<file path="config.mk">
export PLATFORM = sky130hd
export DESIGN_NAME = usbdma_chan
export DESIGN_NICKNAME = d
export VERILOG_FILES = /design/src/rtl/usbdma_pkg.sv /design/src/rtl/usbdma_gctl.sv /design/src/rtl/usbdma_engine.sv /design/src/rtl/usbdma_chan.sv
export SDC_FILE = /design/constraint.sdc
export NUM_CORES = 1
export LEC_CHECK = 0
export CORE_MARGIN = 4
export CORE_UTILIZATION = 45
export DETAILED_ROUTE_END_ITERATION = 10
export PLACE_DENSITY = 0.69
export SLEW_MARGIN = 20
export SYNTH_ARGS = -nofsm -noshare
export SYNTH_HDL_FRONTEND = slang
export SYNTH_HIERARCHICAL = 1
export SYNTH_SLANG_ARGS = --single-unit
</file>
<file path="constraint.sdc">
create_clock -name clk -period 3.8 [get_ports clk]
set_input_delay 0.76 -clock clk [delete_from_list [all_inputs] [get_ports clk]]
set_output_delay 0.76 -clock clk [all_outputs]
set_load 0.03 [all_outputs]
</file>
<file path="src/rtl/usbdma_pkg.sv">
package usbdma_pkg;

  typedef enum logic [1:0] {
    ST_IDLE = 2'd0,
    ST_REQ  = 2'd1,
    ST_BEAT = 2'd2,
    ST_HOLD = 2'd3
  } xfer_state_e;

  localparam int REG_AW = 8;

  // global register addresses
  localparam logic [REG_AW-1:0] ADR_SWR  = 8'h08;
  localparam logic [REG_AW-1:0] ADR_GCTL = 8'h60;

  // offsets inside a channel window
  localparam logic [4:0] OFS_SRC  = 5'h00;
  localparam logic [4:0] OFS_DST  = 5'h04;
  localparam logic [4:0] OFS_CNT  = 5'h08;
  localparam logic [4:0] OFS_CTL  = 5'h14;
  localparam logic [4:0] OFS_MASK = 5'h18;

  // control bit positions
  localparam int B_DE    = 0;
  localparam int B_TE    = 1;
  localparam int B_SP    = 2;
  localparam int B_IE    = 5;
  localparam int B_SZ_LO = 6;
  localparam int B_SZ_HI = 7;
  localparam int B_NULL  = 12;
  localparam int B_NULLE = 16;
  localparam int B_FTE   = 24;

  localparam logic [1:0] SZ_32B = 2'b10;

endpackage

</file>
<file path="src/rtl/usbdma_gctl.sv">
module usbdma_gctl (
  input  logic clk,
  input  logic rst,
  input  logic wr_swr,
  input  logic wr_gctl,
  input  logic wbit0,
  input  logic wbit1,
  input  logic ae_set,
  output logic swr,
  output logic dme,
  output logic ae
);

  always_ff @(posedge clk) begin
    if (rst) begin
      swr <= 1'b0;
      dme <= 1'b0;
      ae  <= 1'b0;
    end else begin
      if (wr_swr) swr <= wbit0;
      if (swr) begin
        dme <= 1'b0;
        ae  <= 1'b0;
      end else begin
        if (wr_gctl) begin
          dme <= wbit0;
          if (!wbit1) ae <= 1'b0;
        end
        if (ae_set) ae <= 1'b1;
      end
    end
  end

  // software reset forces the global enable low
  p_swr_clr_dme_r13: assert property (@(posedge clk) disable iff (rst)
    swr |=> !dme);

endmodule

</file>
<file path="src/rtl/usbdma_engine.sv">
module usbdma_engine
  import usbdma_pkg::*;
#(
  parameter int ADDR_W     = 32,
  parameter int CNT_W      = 24,
  parameter int BEATS      = 8,
  parameter int XFER_BYTES = 32
) (
  input  logic                  clk,
  input  logic                  rst,
  input  logic                  start_ok,
  input  logic                  sw_lock,
  input  logic                  fifo_to_mem,
  input  logic                  nulle,
  input  logic                  fte_go,
  input  logic                  wr_src,
  input  logic                  wr_dst,
  input  logic                  wr_cnt,
  input  logic                  wr_mask,
  input  logic [31:0]           wdata,
  input  logic                  mem_gnt,
  input  logic                  fifo_vld,
  input  logic                  fifo_short,
  output logic [ADDR_W-1:0]     src,
  output logic [ADDR_W-1:0]     dst,
  output logic [CNT_W-1:0]      cnt,
  output logic [XFER_BYTES-1:0] lmask,
  output logic                  mem_req,
  output logic [ADDR_W-1:0]     mem_addr,
  output logic [XFER_BYTES-1:0] mem_be,
  output logic                  fifo_rdy,
  output logic                  done_p,
  output logic                  null_p,
  output logic                  aerr_p,
  output logic                  fte_p
);

  localparam int BEAT_W  = $clog2(BEATS);
  localparam int ALIGN_W = $clog2(XFER_BYTES);
  localparam logic [BEAT_W-1:0] LAST_BEAT = BEAT_W'(BEATS - 1);
  localparam logic [ADDR_W-1:0] STEP      = ADDR_W'(XFER_BYTES);

  xfer_state_e       st;
  logic [BEAT_W-1:0] beat;
  logic              launch, aligned, hs, short_stop, last_hs;

  assign mem_addr   = fifo_to_mem ? dst : src;
  assign aligned    = (mem_addr[ALIGN_W-1:0] == '0);
  assign launch     = (st == ST_IDLE) && start_ok && (cnt != '0);
  assign hs         = (st == ST_BEAT) && fifo_vld;
  assign short_stop = hs && fifo_short && nulle;
  assign last_hs    = hs && !short_stop && (beat == LAST_BEAT);

  assign aerr_p   = launch && !aligned;
  assign null_p   = short_stop;
  assign done_p   = last_hs && (cnt == CNT_W'(1));
  assign fte_p    = (st == ST_HOLD) && fte_go;
  assign mem_req  = (st == ST_REQ);
  assign fifo_rdy = (st == ST_BEAT);
  assign mem_be   = (cnt == CNT_W'(1)) ? lmask : '1;

  always_ff @(posedge clk) begin
    if (rst) begin
      st    <= ST_IDLE;
      beat  <= '0;
      src   <= '0;
      dst   <= '0;
      cnt   <= '0;
      lmask <= '0;
    end else begin
      if (!sw_lock) begin
        if (wr_src)  src   <= wdata[ADDR_W-1:0];
        if (wr_dst)  dst   <= wdata[ADDR_W-1:0];
        if (wr_cnt)  cnt   <= wdata[CNT_W-1:0];
        if (wr_mask) lmask <= wdata[XFER_BYTES-1:0];
      end
      case (st)
        ST_IDLE: if (launch && aligned) st <= ST_REQ;
        ST_REQ: if (mem_gnt) begin
          st   <= ST_BEAT;
          beat <= '0;
        end
        ST_BEAT: begin
          if (short_stop) begin
            st <= ST_HOLD;
          end else if (hs) begin
            if (beat == LAST_BEAT) begin
              st  <= ST_IDLE;
              cnt <= cnt - CNT_W'(1);
              if (fifo_to_mem) dst <= dst + STEP;
              else             src <= src + STEP;
            end else begin
              beat <= beat + BEAT_W'(1);
            end
          end
        end
        ST_HOLD: if (fte_go) st <= ST_IDLE;
        default: st <= ST_IDLE;
      endcase
    end
  end

  // a pending burst request is never withdrawn before its grant
  p_req_hold_r4: assert property (@(posedge clk) disable iff (rst)
    (mem_req && !mem_gnt) |=> mem_req);

  // every burst address is transaction aligned
  p_addr_align_r4: assert property (@(posedge clk) disable iff (rst)
    mem_req |-> (mem_addr[ALIGN_W-1:0] == '0));

  // a request only opens after the start gate was satisfied
  p_launch_gate_r3: assert property (@(posedge clk) disable iff (rst)
    $rose(mem_req) |-> $past(start_ok));

  // a detected short packet closes the beat handshake
  p_short_stall_r9: assert property (@(posedge clk) disable iff (rst)
    null_p |=> !fifo_rdy);

endmodule

</file>
<file path="src/rtl/usbdma_chan.sv">
module usbdma_chan
  import usbdma_pkg::*;
#(
  parameter int CH_INDEX   = 0,
  parameter int ADDR_W     = 32,
  parameter int CNT_W      = 24,
  parameter int BEATS      = 8,
  parameter int XFER_BYTES = 32
) (
  input  logic                  clk,
  input  logic                  rst,
  input  logic                  reg_we,
  input  logic [7:0]            reg_addr,
  input  logic [31:0]           reg_wdata,
  output logic [31:0]           reg_rdata,
  input  logic                  fifo_to_mem,
  output logic                  mem_req,
  output logic                  mem_we,
  output logic [ADDR_W-1:0]     mem_addr,
  output logic [XFER_BYTES-1:0] mem_be,
  input  logic                  mem_gnt,
  input  logic                  fifo_vld,
  input  logic                  fifo_short,
  output logic                  fifo_rdy,
  output logic                  irq
);

  localparam logic [REG_AW-1:0] CH_BASE = REG_AW'(32 + 32 * CH_INDEX);

  logic swr, dme, ae, chan_rst;
  logic is_glob, hit_ch;
  logic wr_src, wr_dst, wr_cnt, wr_ctl, wr_mask, wr_swr, wr_gctl;
  logic de_f, te_f, sp_f, ie_f, null_f, nulle_f;
  logic [1:0] sz_f;
  logic start_ok, sw_lock, fte_go;
  logic done_p, null_p, aerr_p, fte_p;
  logic [ADDR_W-1:0] src, dst;
  logic [CNT_W-1:0] cnt;
  logic [XFER_BYTES-1:0] lmask;
  logic [31:0] ctl_word;

  assign is_glob = (reg_addr == ADR_SWR) || (reg_addr == ADR_GCTL);
  assign hit_ch  = (reg_addr[7:5] == CH_BASE[7:5]) && !is_glob;
  assign wr_swr  = reg_we && (reg_addr == ADR_SWR);
  assign wr_gctl = reg_we && (reg_addr == ADR_GCTL);
  assign wr_src  = reg_we && hit_ch && (reg_addr[4:0] == OFS_SRC);
  assign wr_dst  = reg_we && hit_ch && (reg_addr[4:0] == OFS_DST);
  assign wr_cnt  = reg_we && hit_ch && (reg_addr[4:0] == OFS_CNT);
  assign wr_ctl  = reg_we && hit_ch && (reg_addr[4:0] == OFS_CTL);
  assign wr_mask = reg_we && hit_ch && (reg_addr[4:0] == OFS_MASK);

  assign chan_rst = rst || swr;
  assign start_ok = de_f && !te_f && !sp_f && dme && !ae && (sz_f == SZ_32B);
  assign sw_lock  = de_f && !te_f;
  assign fte_go   = wr_ctl && reg_wdata[B_FTE];
  assign mem_we   = fifo_to_mem;

  usbdma_gctl u_gctl (
    .clk     (clk),
    .rst     (rst),
    .wr_swr  (wr_swr),
    .wr_gctl (wr_gctl),
    .wbit0   (reg_wdata[0]),
    .wbit1   (reg_wdata[1]),
    .ae_set  (aerr_p),
    .swr     (swr),
    .dme     (dme),
    .ae      (ae)
  );

  usbdma_engine #(
    .ADDR_W     (ADDR_W),
    .CNT_W      (CNT_W),
    .BEATS      (BEATS),
    .XFER_BYTES (XFER_BYTES)
  ) u_engine (
    .clk         (clk),
    .rst         (chan_rst),
    .start_ok    (start_ok),
    .sw_lock     (sw_lock),
    .fifo_to_mem (fifo_to_mem),
    .nulle       (nulle_f),
    .fte_go      (fte_go),
    .wr_src      (wr_src),
    .wr_dst      (wr_dst),
    .wr_cnt      (wr_cnt),
    .wr_mask     (wr_mask),
    .wdata       (reg_wdata),
    .mem_gnt     (mem_gnt),
    .fifo_vld    (fifo_vld),
    .fifo_short  (fifo_short),
    .src         (src),
    .dst         (dst),
    .cnt         (cnt),
    .lmask       (lmask),
    .mem_req     (mem_req),
    .mem_addr    (mem_addr),
    .mem_be      (mem_be),
    .fifo_rdy    (fifo_rdy),
    .done_p      (done_p),
    .null_p      (null_p),
    .aerr_p      (aerr_p),
    .fte_p       (fte_p)
  );

  // control and status flags; hardware set wins over a software clear
  always_ff @(posedge clk) begin
    if (chan_rst) begin
      de_f    <= 1'b0;
      te_f    <= 1'b0;
      sp_f    <= 1'b0;
      ie_f    <= 1'b0;
      sz_f    <= 2'b00;
      null_f  <= 1'b0;
      nulle_f <= 1'b0;
    end else begin
      if (wr_ctl) begin
        de_f    <= reg_wdata[B_DE];
        ie_f    <= reg_wdata[B_IE];
        sz_f    <= reg_wdata[B_SZ_HI:B_SZ_LO];
        nulle_f <= reg_wdata[B_NULLE];
        te_f    <= te_f   && reg_wdata[B_TE];
        sp_f    <= sp_f   && reg_wdata[B_SP];
        null_f  <= null_f && reg_wdata[B_NULL];
      end
      if (done_p || fte_p) te_f   <= 1'b1;
      if (aerr_p)          sp_f   <= 1'b1;
      if (null_p)          null_f <= 1'b1;
    end
  end

  always_ff @(posedge clk) begin
    if (chan_rst) irq <= 1'b0;
    else          irq <= (ie_f && (te_f || sp_f)) || (nulle_f && null_f);
  end

  always_comb begin
    ctl_word                 = '0;
    ctl_word[B_DE]           = de_f;
    ctl_word[B_TE]           = te_f;
    ctl_word[B_SP]           = sp_f;
    ctl_word[B_IE]           = ie_f;
    ctl_word[B_SZ_HI:B_SZ_LO] = sz_f;
    ctl_word[B_NULL]         = null_f;
    ctl_word[B_NULLE]        = nulle_f;
  end

  always_ff @(posedge clk) begin
    if (rst) begin
      reg_rdata <= '0;
    end else if (reg_addr == ADR_SWR) begin
      reg_rdata <= {31'b0, swr};
    end else if (reg_addr == ADR_GCTL) begin
      reg_rdata <= {30'b0, ae, dme};
    end else if (hit_ch) begin
      case (reg_addr[4:0])
        OFS_SRC:  reg_rdata <= 32'(src);
        OFS_DST:  reg_rdata <= 32'(dst);
        OFS_CNT:  reg_rdata <= 32'(cnt);
        OFS_CTL:  reg_rdata <= ctl_word;
        OFS_MASK: reg_rdata <= 32'(lmask);
        default:  reg_rdata <= '0;
      endcase
    end else begin
      reg_rdata <= '0;
    end
  end

  // a finished channel holds no request
  p_te_idle_r6: assert property (@(posedge clk) disable iff (chan_rst)
    te_f |-> !mem_req);

  // software reset quiets both sides of the channel
  p_swr_quiet_r13: assert property (@(posedge clk) disable iff (rst)
    swr |=> (!mem_req && !fifo_rdy));

  // an enabled end or stop flag raises the interrupt next cycle
  p_irq_end_r7: assert property (@(posedge clk) disable iff (chan_rst)
    (ie_f && (te_f || sp_f)) |=> irq);

endmodule

</file>
# == Yosys cells after proc, flatten, opt, wreduce, memory -nomap -nowiden ==
# Cells that the tools add are included.
# totals
regBits,169
output_inout_bits,100
wordCells,153
# classes
add_sub_neg,4
n_eq_ne,22
n_mux,47
bitwise_logic,2
reduce_logical,58
# ops
operator,n
2-to-1 mux 32 bit,16
case mux 32 bit (5 select lines),1
2-to-1 mux 24 bit,6
"adder 32 x 6 -> 32 bit, second input constant",2
logical AND 1 bit,31
"equality test 24 x 1 -> 1 bit, second input constant",1
nonzero test 24 bit,1
"subtractor 24 x 1 -> 24 bit, second input constant",1
2-to-1 mux 2 bit,8
2-to-1 mux 3 bit,4
"equality test 5 bit, second input constant",2
logical NOT 5 bit,2
2-to-1 mux 1 bit,10
AND reduction 5 bit,2
nonzero test 2 bit,5
"equality test 8 x 4 -> 1 bit, second input constant",1
"equality test 8 x 7 -> 1 bit, second input constant",1
"inequality test 2 x 1 -> 1 bit, second input constant",4
case mux 2 bit (4 select lines),1
"equality test 2 bit, second input constant",3
logical NOT 1 bit,6
"inequality test 2 bit, second input constant",3
"inequality test 3 x 1 -> 1 bit, second input constant",2
case mux 3 bit (2 select lines),1
other kinds (12),19

# == Logic depth before layout (Yosys ltp) ==
# depth
depth_word,13
mapped_depth,13
depth_no_buf,8

# == Hierarchy ==
# Netlist, hierarchy kept.
# by_module_without_submodules
mod,instances,cells_each,area_each_um2
usbdma_engine,1,916,7110.6
usbdma_chan,1,253,2164.6
usbdma_gctl,1,10,117.6

# == Worst setup path after synthesis ==
# Ideal clock, no wire load.
# synth_timing
path_type,input -> register
from,in reg_addr[3]
to,reg u_engine.dst[30]
arrival_time_ns,2.937
required_ns,3.673
slack_ns,0.736
path_stages,13
cell_sequence,buf_6 -> nor3_1 -> and3_1 -> clkbuf_1 -> clkbuf_1 -> nor2b_1 -> nor2b_1 -> clkbuf_1 -> o31ai_1 -> buf_2 -> nand3_1 -> a21oi_1 -> or3_1
# synth_via
elab_chain_len,13
# synth_rtl
element,line,text
start: declaration,usbdma_chan.sv:13,"input logic [7:0] reg_addr,"
equality test 8 x 4 -> 1 bit / equality test 8 x 7 -> 1 bit (equally long branches),usbdma_chan.sv:42,assign is_glob = (reg_addr == ADR_SWR) || (reg_addr == ADR_GCTL);
logical OR 1 bit,usbdma_chan.sv:42,
logical NOT 1 bit,usbdma_chan.sv:43,assign hit_ch = (reg_addr[7:5] == CH_BASE[7:5]) && !is_glob;
logical AND 1 bit,usbdma_chan.sv:43,
logical AND 1 bit,usbdma_chan.sv:47,assign wr_dst = reg_we && hit_ch && (reg_addr[4:0] == OFS_DST);
logical AND 1 bit *,usbdma_chan.sv:47,
via wr_dst,usbdma_chan.sv:32,"logic wr_src, wr_dst, wr_cnt, wr_ctl, wr_mask, wr_swr, wr_gctl;"
2-to-1 mux 32 bit *,usbdma_engine.sv:73,if (wr_dst) dst <= wdata[ADDR_W-1:0];
2-to-1 mux 32 bit *,usbdma_engine.sv:71,if (!sw_lock) begin
2-to-1 mux 32 bit,usbdma_engine.sv:90,if (fifo_to_mem) dst <= dst + STEP;
2-to-1 mux 32 bit,usbdma_engine.sv:87,if (beat == LAST_BEAT) begin
2-to-1 mux 32 bit,usbdma_engine.sv:86,end else if (hs) begin
2-to-1 mux 32 bit,usbdma_engine.sv:84,if (short_stop) begin
2-to-1 mux 32 bit *,usbdma_engine.sv:77,case (st)
end signal: assignment,usbdma_engine.sv:73,
end signal: assignment,usbdma_engine.sv:90,
end: declaration,usbdma_engine.sv:25,"output logic [ADDR_W-1:0] dst,"
# The timed path passes the listed nets; every way through them passes the cells marked *.
# A chain may end at the register's enable or synchronous reset.

# == Final worst setup path ==
# layout_timing
from,reg u_engine.cnt[11]
to,out mem_be[10]
# layout_via
elab_chain_len,2
# layout_rtl
element,line,text
start: declaration,usbdma_engine.sv:26,"output logic [CNT_W-1:0] cnt,"
start signal: assignment,usbdma_engine.sv:74,if (wr_cnt) cnt <= wdata[CNT_W-1:0];
start signal: assignment,usbdma_engine.sv:89,cnt <= cnt - CNT_W'(1);
equality test 24 x 1 -> 1 bit,usbdma_engine.sv:60,assign mem_be = (cnt == CNT_W'(1)) ? lmask : '1;
2-to-1 mux 32 bit,usbdma_engine.sv:60,
end: declaration,usbdma_chan.sv:20,"output logic [XFER_BYTES-1:0] mem_be,"
# No other way between the ends.

==> implementation parameters <==
Parameter                              Value

STA
  Unrepaired setup endpoints after global routing ... false
  Worst setup margin ... 0.154 ns
  Setup TNS ... 0 ns
  Period Utilization, post-route ... 95.9%
  Achievable Freq ... 274 MHz
  Setup Skew ... 0.0118 ns
  Rel. slew slack ... 32.2%
  Transition at the pin with the smallest max-transition slack ... 1.02 ns
  Tmin final ... 3.65 ns
  Final Max Tran Viols ... 0
  Final hold viol count ... 0
  Final count of negative-setup-slack endpoints ... 0

Routing
  Via-to-Cell Ratio ... 6.20
  Number of nets with antenna violations after detailed routing ... 0
  Number of DRC markers in iteration 0 ... 1231
  Post-DR wirelength/cell ... 20.9 um
  Count of TritonRoute iterations in the first routing pass ... 5
  Post-detailed-route DRC marker count ... 0
  Overall via count from detail_route ... 9869
  Routed Wire Length ... 33300 um

Die
  Count of standard-cell rows ... 52
  I/O pin count ... 147
  Die width ... 152 um
  DIE HEIGHT ... 152 um
  Initial core utilization ... 46.1%
  Core Region ... 20400 um^2
  Area enclosed by the die boundary ... 23200 um^2

Global route
  Largest net degree at the start of global routing ... 54
  GR Overflow Total ... 0
  Total track usage ... 27.5%
  Number of antenna violations at the first check in global routing ... 1
  Number of global-route vias before repair ... 9393
  First-pass GRT wire length ... 51900 um

Layout
  Commonest cells after routing, fill and taps aside ... nand2_1 (175), dfxtp_1 (169), clkdlybuf4s50_1 (142)
  Net count of the finished layout ... 1364
  Fraction of final layout cells with drive strength greater than 1 ... 11.9%
  Inserted Diodes ... 0
  Leading cell type in the layout, fill and taps excluded ... nand2_1
  Area growth, synth to finish ... 24.8%

Clocking
  Post-CTS sizing ... 0
  CTS clock-pin slew for the worst setup and hold paths ... 0.07 ns
  Root buffer cell ... clkbuf_16
  Maximum count of clock buffers along a single path ... 2
  Worst-skew pair later-pin latency ... 0.44 ns
  CTS tree ... built
  CTS HTree Levels ... 4
  # Post-CTS Setup Buffers ... 0
  Total clock sinks ... 169
  Number of hold buffers added after cts ... 0
  CTS Buf Count ... 17

Synthesis
  Synthesized instance count ... 1179
  Mapped Nets ... 1233
  Avg Cell Area, Syn ... 7.97 um^2
  Total of flip-flops plus latches after synthesis ... 169
  Predominant post-synthesis flop cell ... dfxtp_1
  Yosys synthesis warning count ... 6
  Yosys top cell by area ... dfxtp_1
  Seq/Total Area, Yosys ... 36.0%
  Async S/R FF share, synth ... 0%
  Area share of the largest cell type after synthesis ... 36.0%
  Number of synthesized flops with an enable pin ... 0
  Synth unique cells ... 82
  Cell types occupying the most area after synthesis ... dfxtp_1 (36%), nand2_1 (7.0%), a21oi_1 (6.3%)
  Area of the mapped netlist ... 9390 um^2

Worst setup path
  Category of the most critical setup path ... flop to output port
  Crit start category ... flop
  Kind of end point of the critical path ... output port
  Setup slack of the most critical reg-to-reg path ... 0.87 ns
  Worst-path maximum fanout ... 25
  Worst Path Arrival ... 2.89 ns
  Critical Path RT ... 3.04 ns

Pwr
  Post-route total power ... 3.65 mW
  Power density over the cells ... 311 nW/um^2
  LEAKAGE ... 3.90 nW
  Maximum VDD drop ... 270 uV

Job
  Max-cap check violation count ... 0

Hold path
  Classification of the worst-slack hold path ... flop to flop

Outcome
  Outcome ... complete, no violations

Placed design
  Placer Congestion ... 0.957
  # port buffers ... 146
  Placement-stage worst setup slack ... 0.357 ns
  Total half-perimeter wirelength after legalization and detailed placement ... 24000 um
-- metrics by stage --
stage / instance area [um^2] / hold WS (ns) / util, % / instances
after floorplan: 9390 / 0.436 / - / 1179
after global placement: 11200 / 0.442 / 54.9 / 1561
after detailed placement: 11200 / 0.450 / 54.9 / 1561
after CTS: 11700 / 0.460 / 57.6 / 1593
final: 11700 / 0.457 / 57.6 / 1593
after global routing: 11700 / 0.478 / 57.6 / 1593
-- registers in the layout, indices dropped and copies added (netlist names) --
name,count
u_gctl/ae,1
ie_f,1
reg_rdata,32
u_engine/cnt,24
u_engine/st,2
sp_f,1
de_f,1
u_engine/dst,32
irq,1
nulle_f,1
u_engine/lmask,32
te_f,1
u_gctl/swr,1
sz_f,2
u_gctl/dme,1
null_f,1
u_engine/beat,3
u_engine/src,32
-- layer usage --
| metal | share of wire [%] | up-vias | GRT usage, % |
|---|---|---|---|
| li1 | - | 4576 | - |
| met1 | 42 | 4709 | 37.3 |
| met2 | 47 | 518 | 45.1 |
| met3 | 8.7 | 66 | 4.54 |
| met4 | 2.3 | 0 | 8.27 |
| met5 | 0 | - | 0 |
-- area by class of cell --
type,instances,area (um^2)
Clock buffer,18,429
Clock inverter,14,124
Fill cell,1916,8640
Inverter,13,51.3
Multi-Input combinational cell,919,5620
Sequential cell,169,3380
Tap cell,270,338
Timing Repair Buffer,190,1780
-- report_power, final --
part | switching, mW | leakage, nW | total, mW | internal, mW
Sequential | 0.00360 | 1.36 | 1.78 | 1.77
Combinational | 0.124 | 2.28 | 0.202 | 0.0774
Clock | 0.768 | 0.263 | 1.67 | 0.904
-- worst max-delay path: stages (launching register included) --
cell             delay [ns]
dfxtp_1                0.35
nor4_1                 0.51
and4_1                 0.34
and4_1                 0.23
buf_4                  0.29
nand2b_1               0.11
clkdlybuf4s50_1        0.60
-- cells in the mapped netlist, drive strengths merged, types with 7 or more instances --
library cell  instances
a211oi               13
a21oi               118
a221oi               20
a22oi                24
a31oi                30
and3                 21
and4                  7
buf                  37
clkbuf               41
dfxtp               169
ha                    7
inv                  12
mux2                 30
mux2i                35
nand2               175
nand2b               38
nand3                47
nand4                19
nor2                115
nor2b                11
nor3                 32
nor3b                 8
nor4                 25
o211ai                7
o21ai                34
or3                  15
-- logic make-up (layout without fill, tap and decap cells) --
group	count (synthesis)	count (layout)	synth area share (%)
muxes	65	65	7.33
AOI/OAI and AO/OA	298	298	20.6
and+or+nand+nor	541	541	30.2
DFF	169	169	36.0
xor gates and xnor gates	8	8	0.746
adders and majority gates	7	7	0.932
buffers and inverters	91	235	4.25
-- final timing paths --
kind,startpoint,to,cells past startpoint
setup / recovery,u_engine/cnt[11],mem_be[10],6
hold reg to reg,u_engine/beat[2],u_engine/beat[2],2
hold / removal,u_engine/beat[2],u_engine/beat[2],2
setup reg to reg,u_engine/beat[0],u_engine/dst[14],8
(Power assumes the default switching activity.)
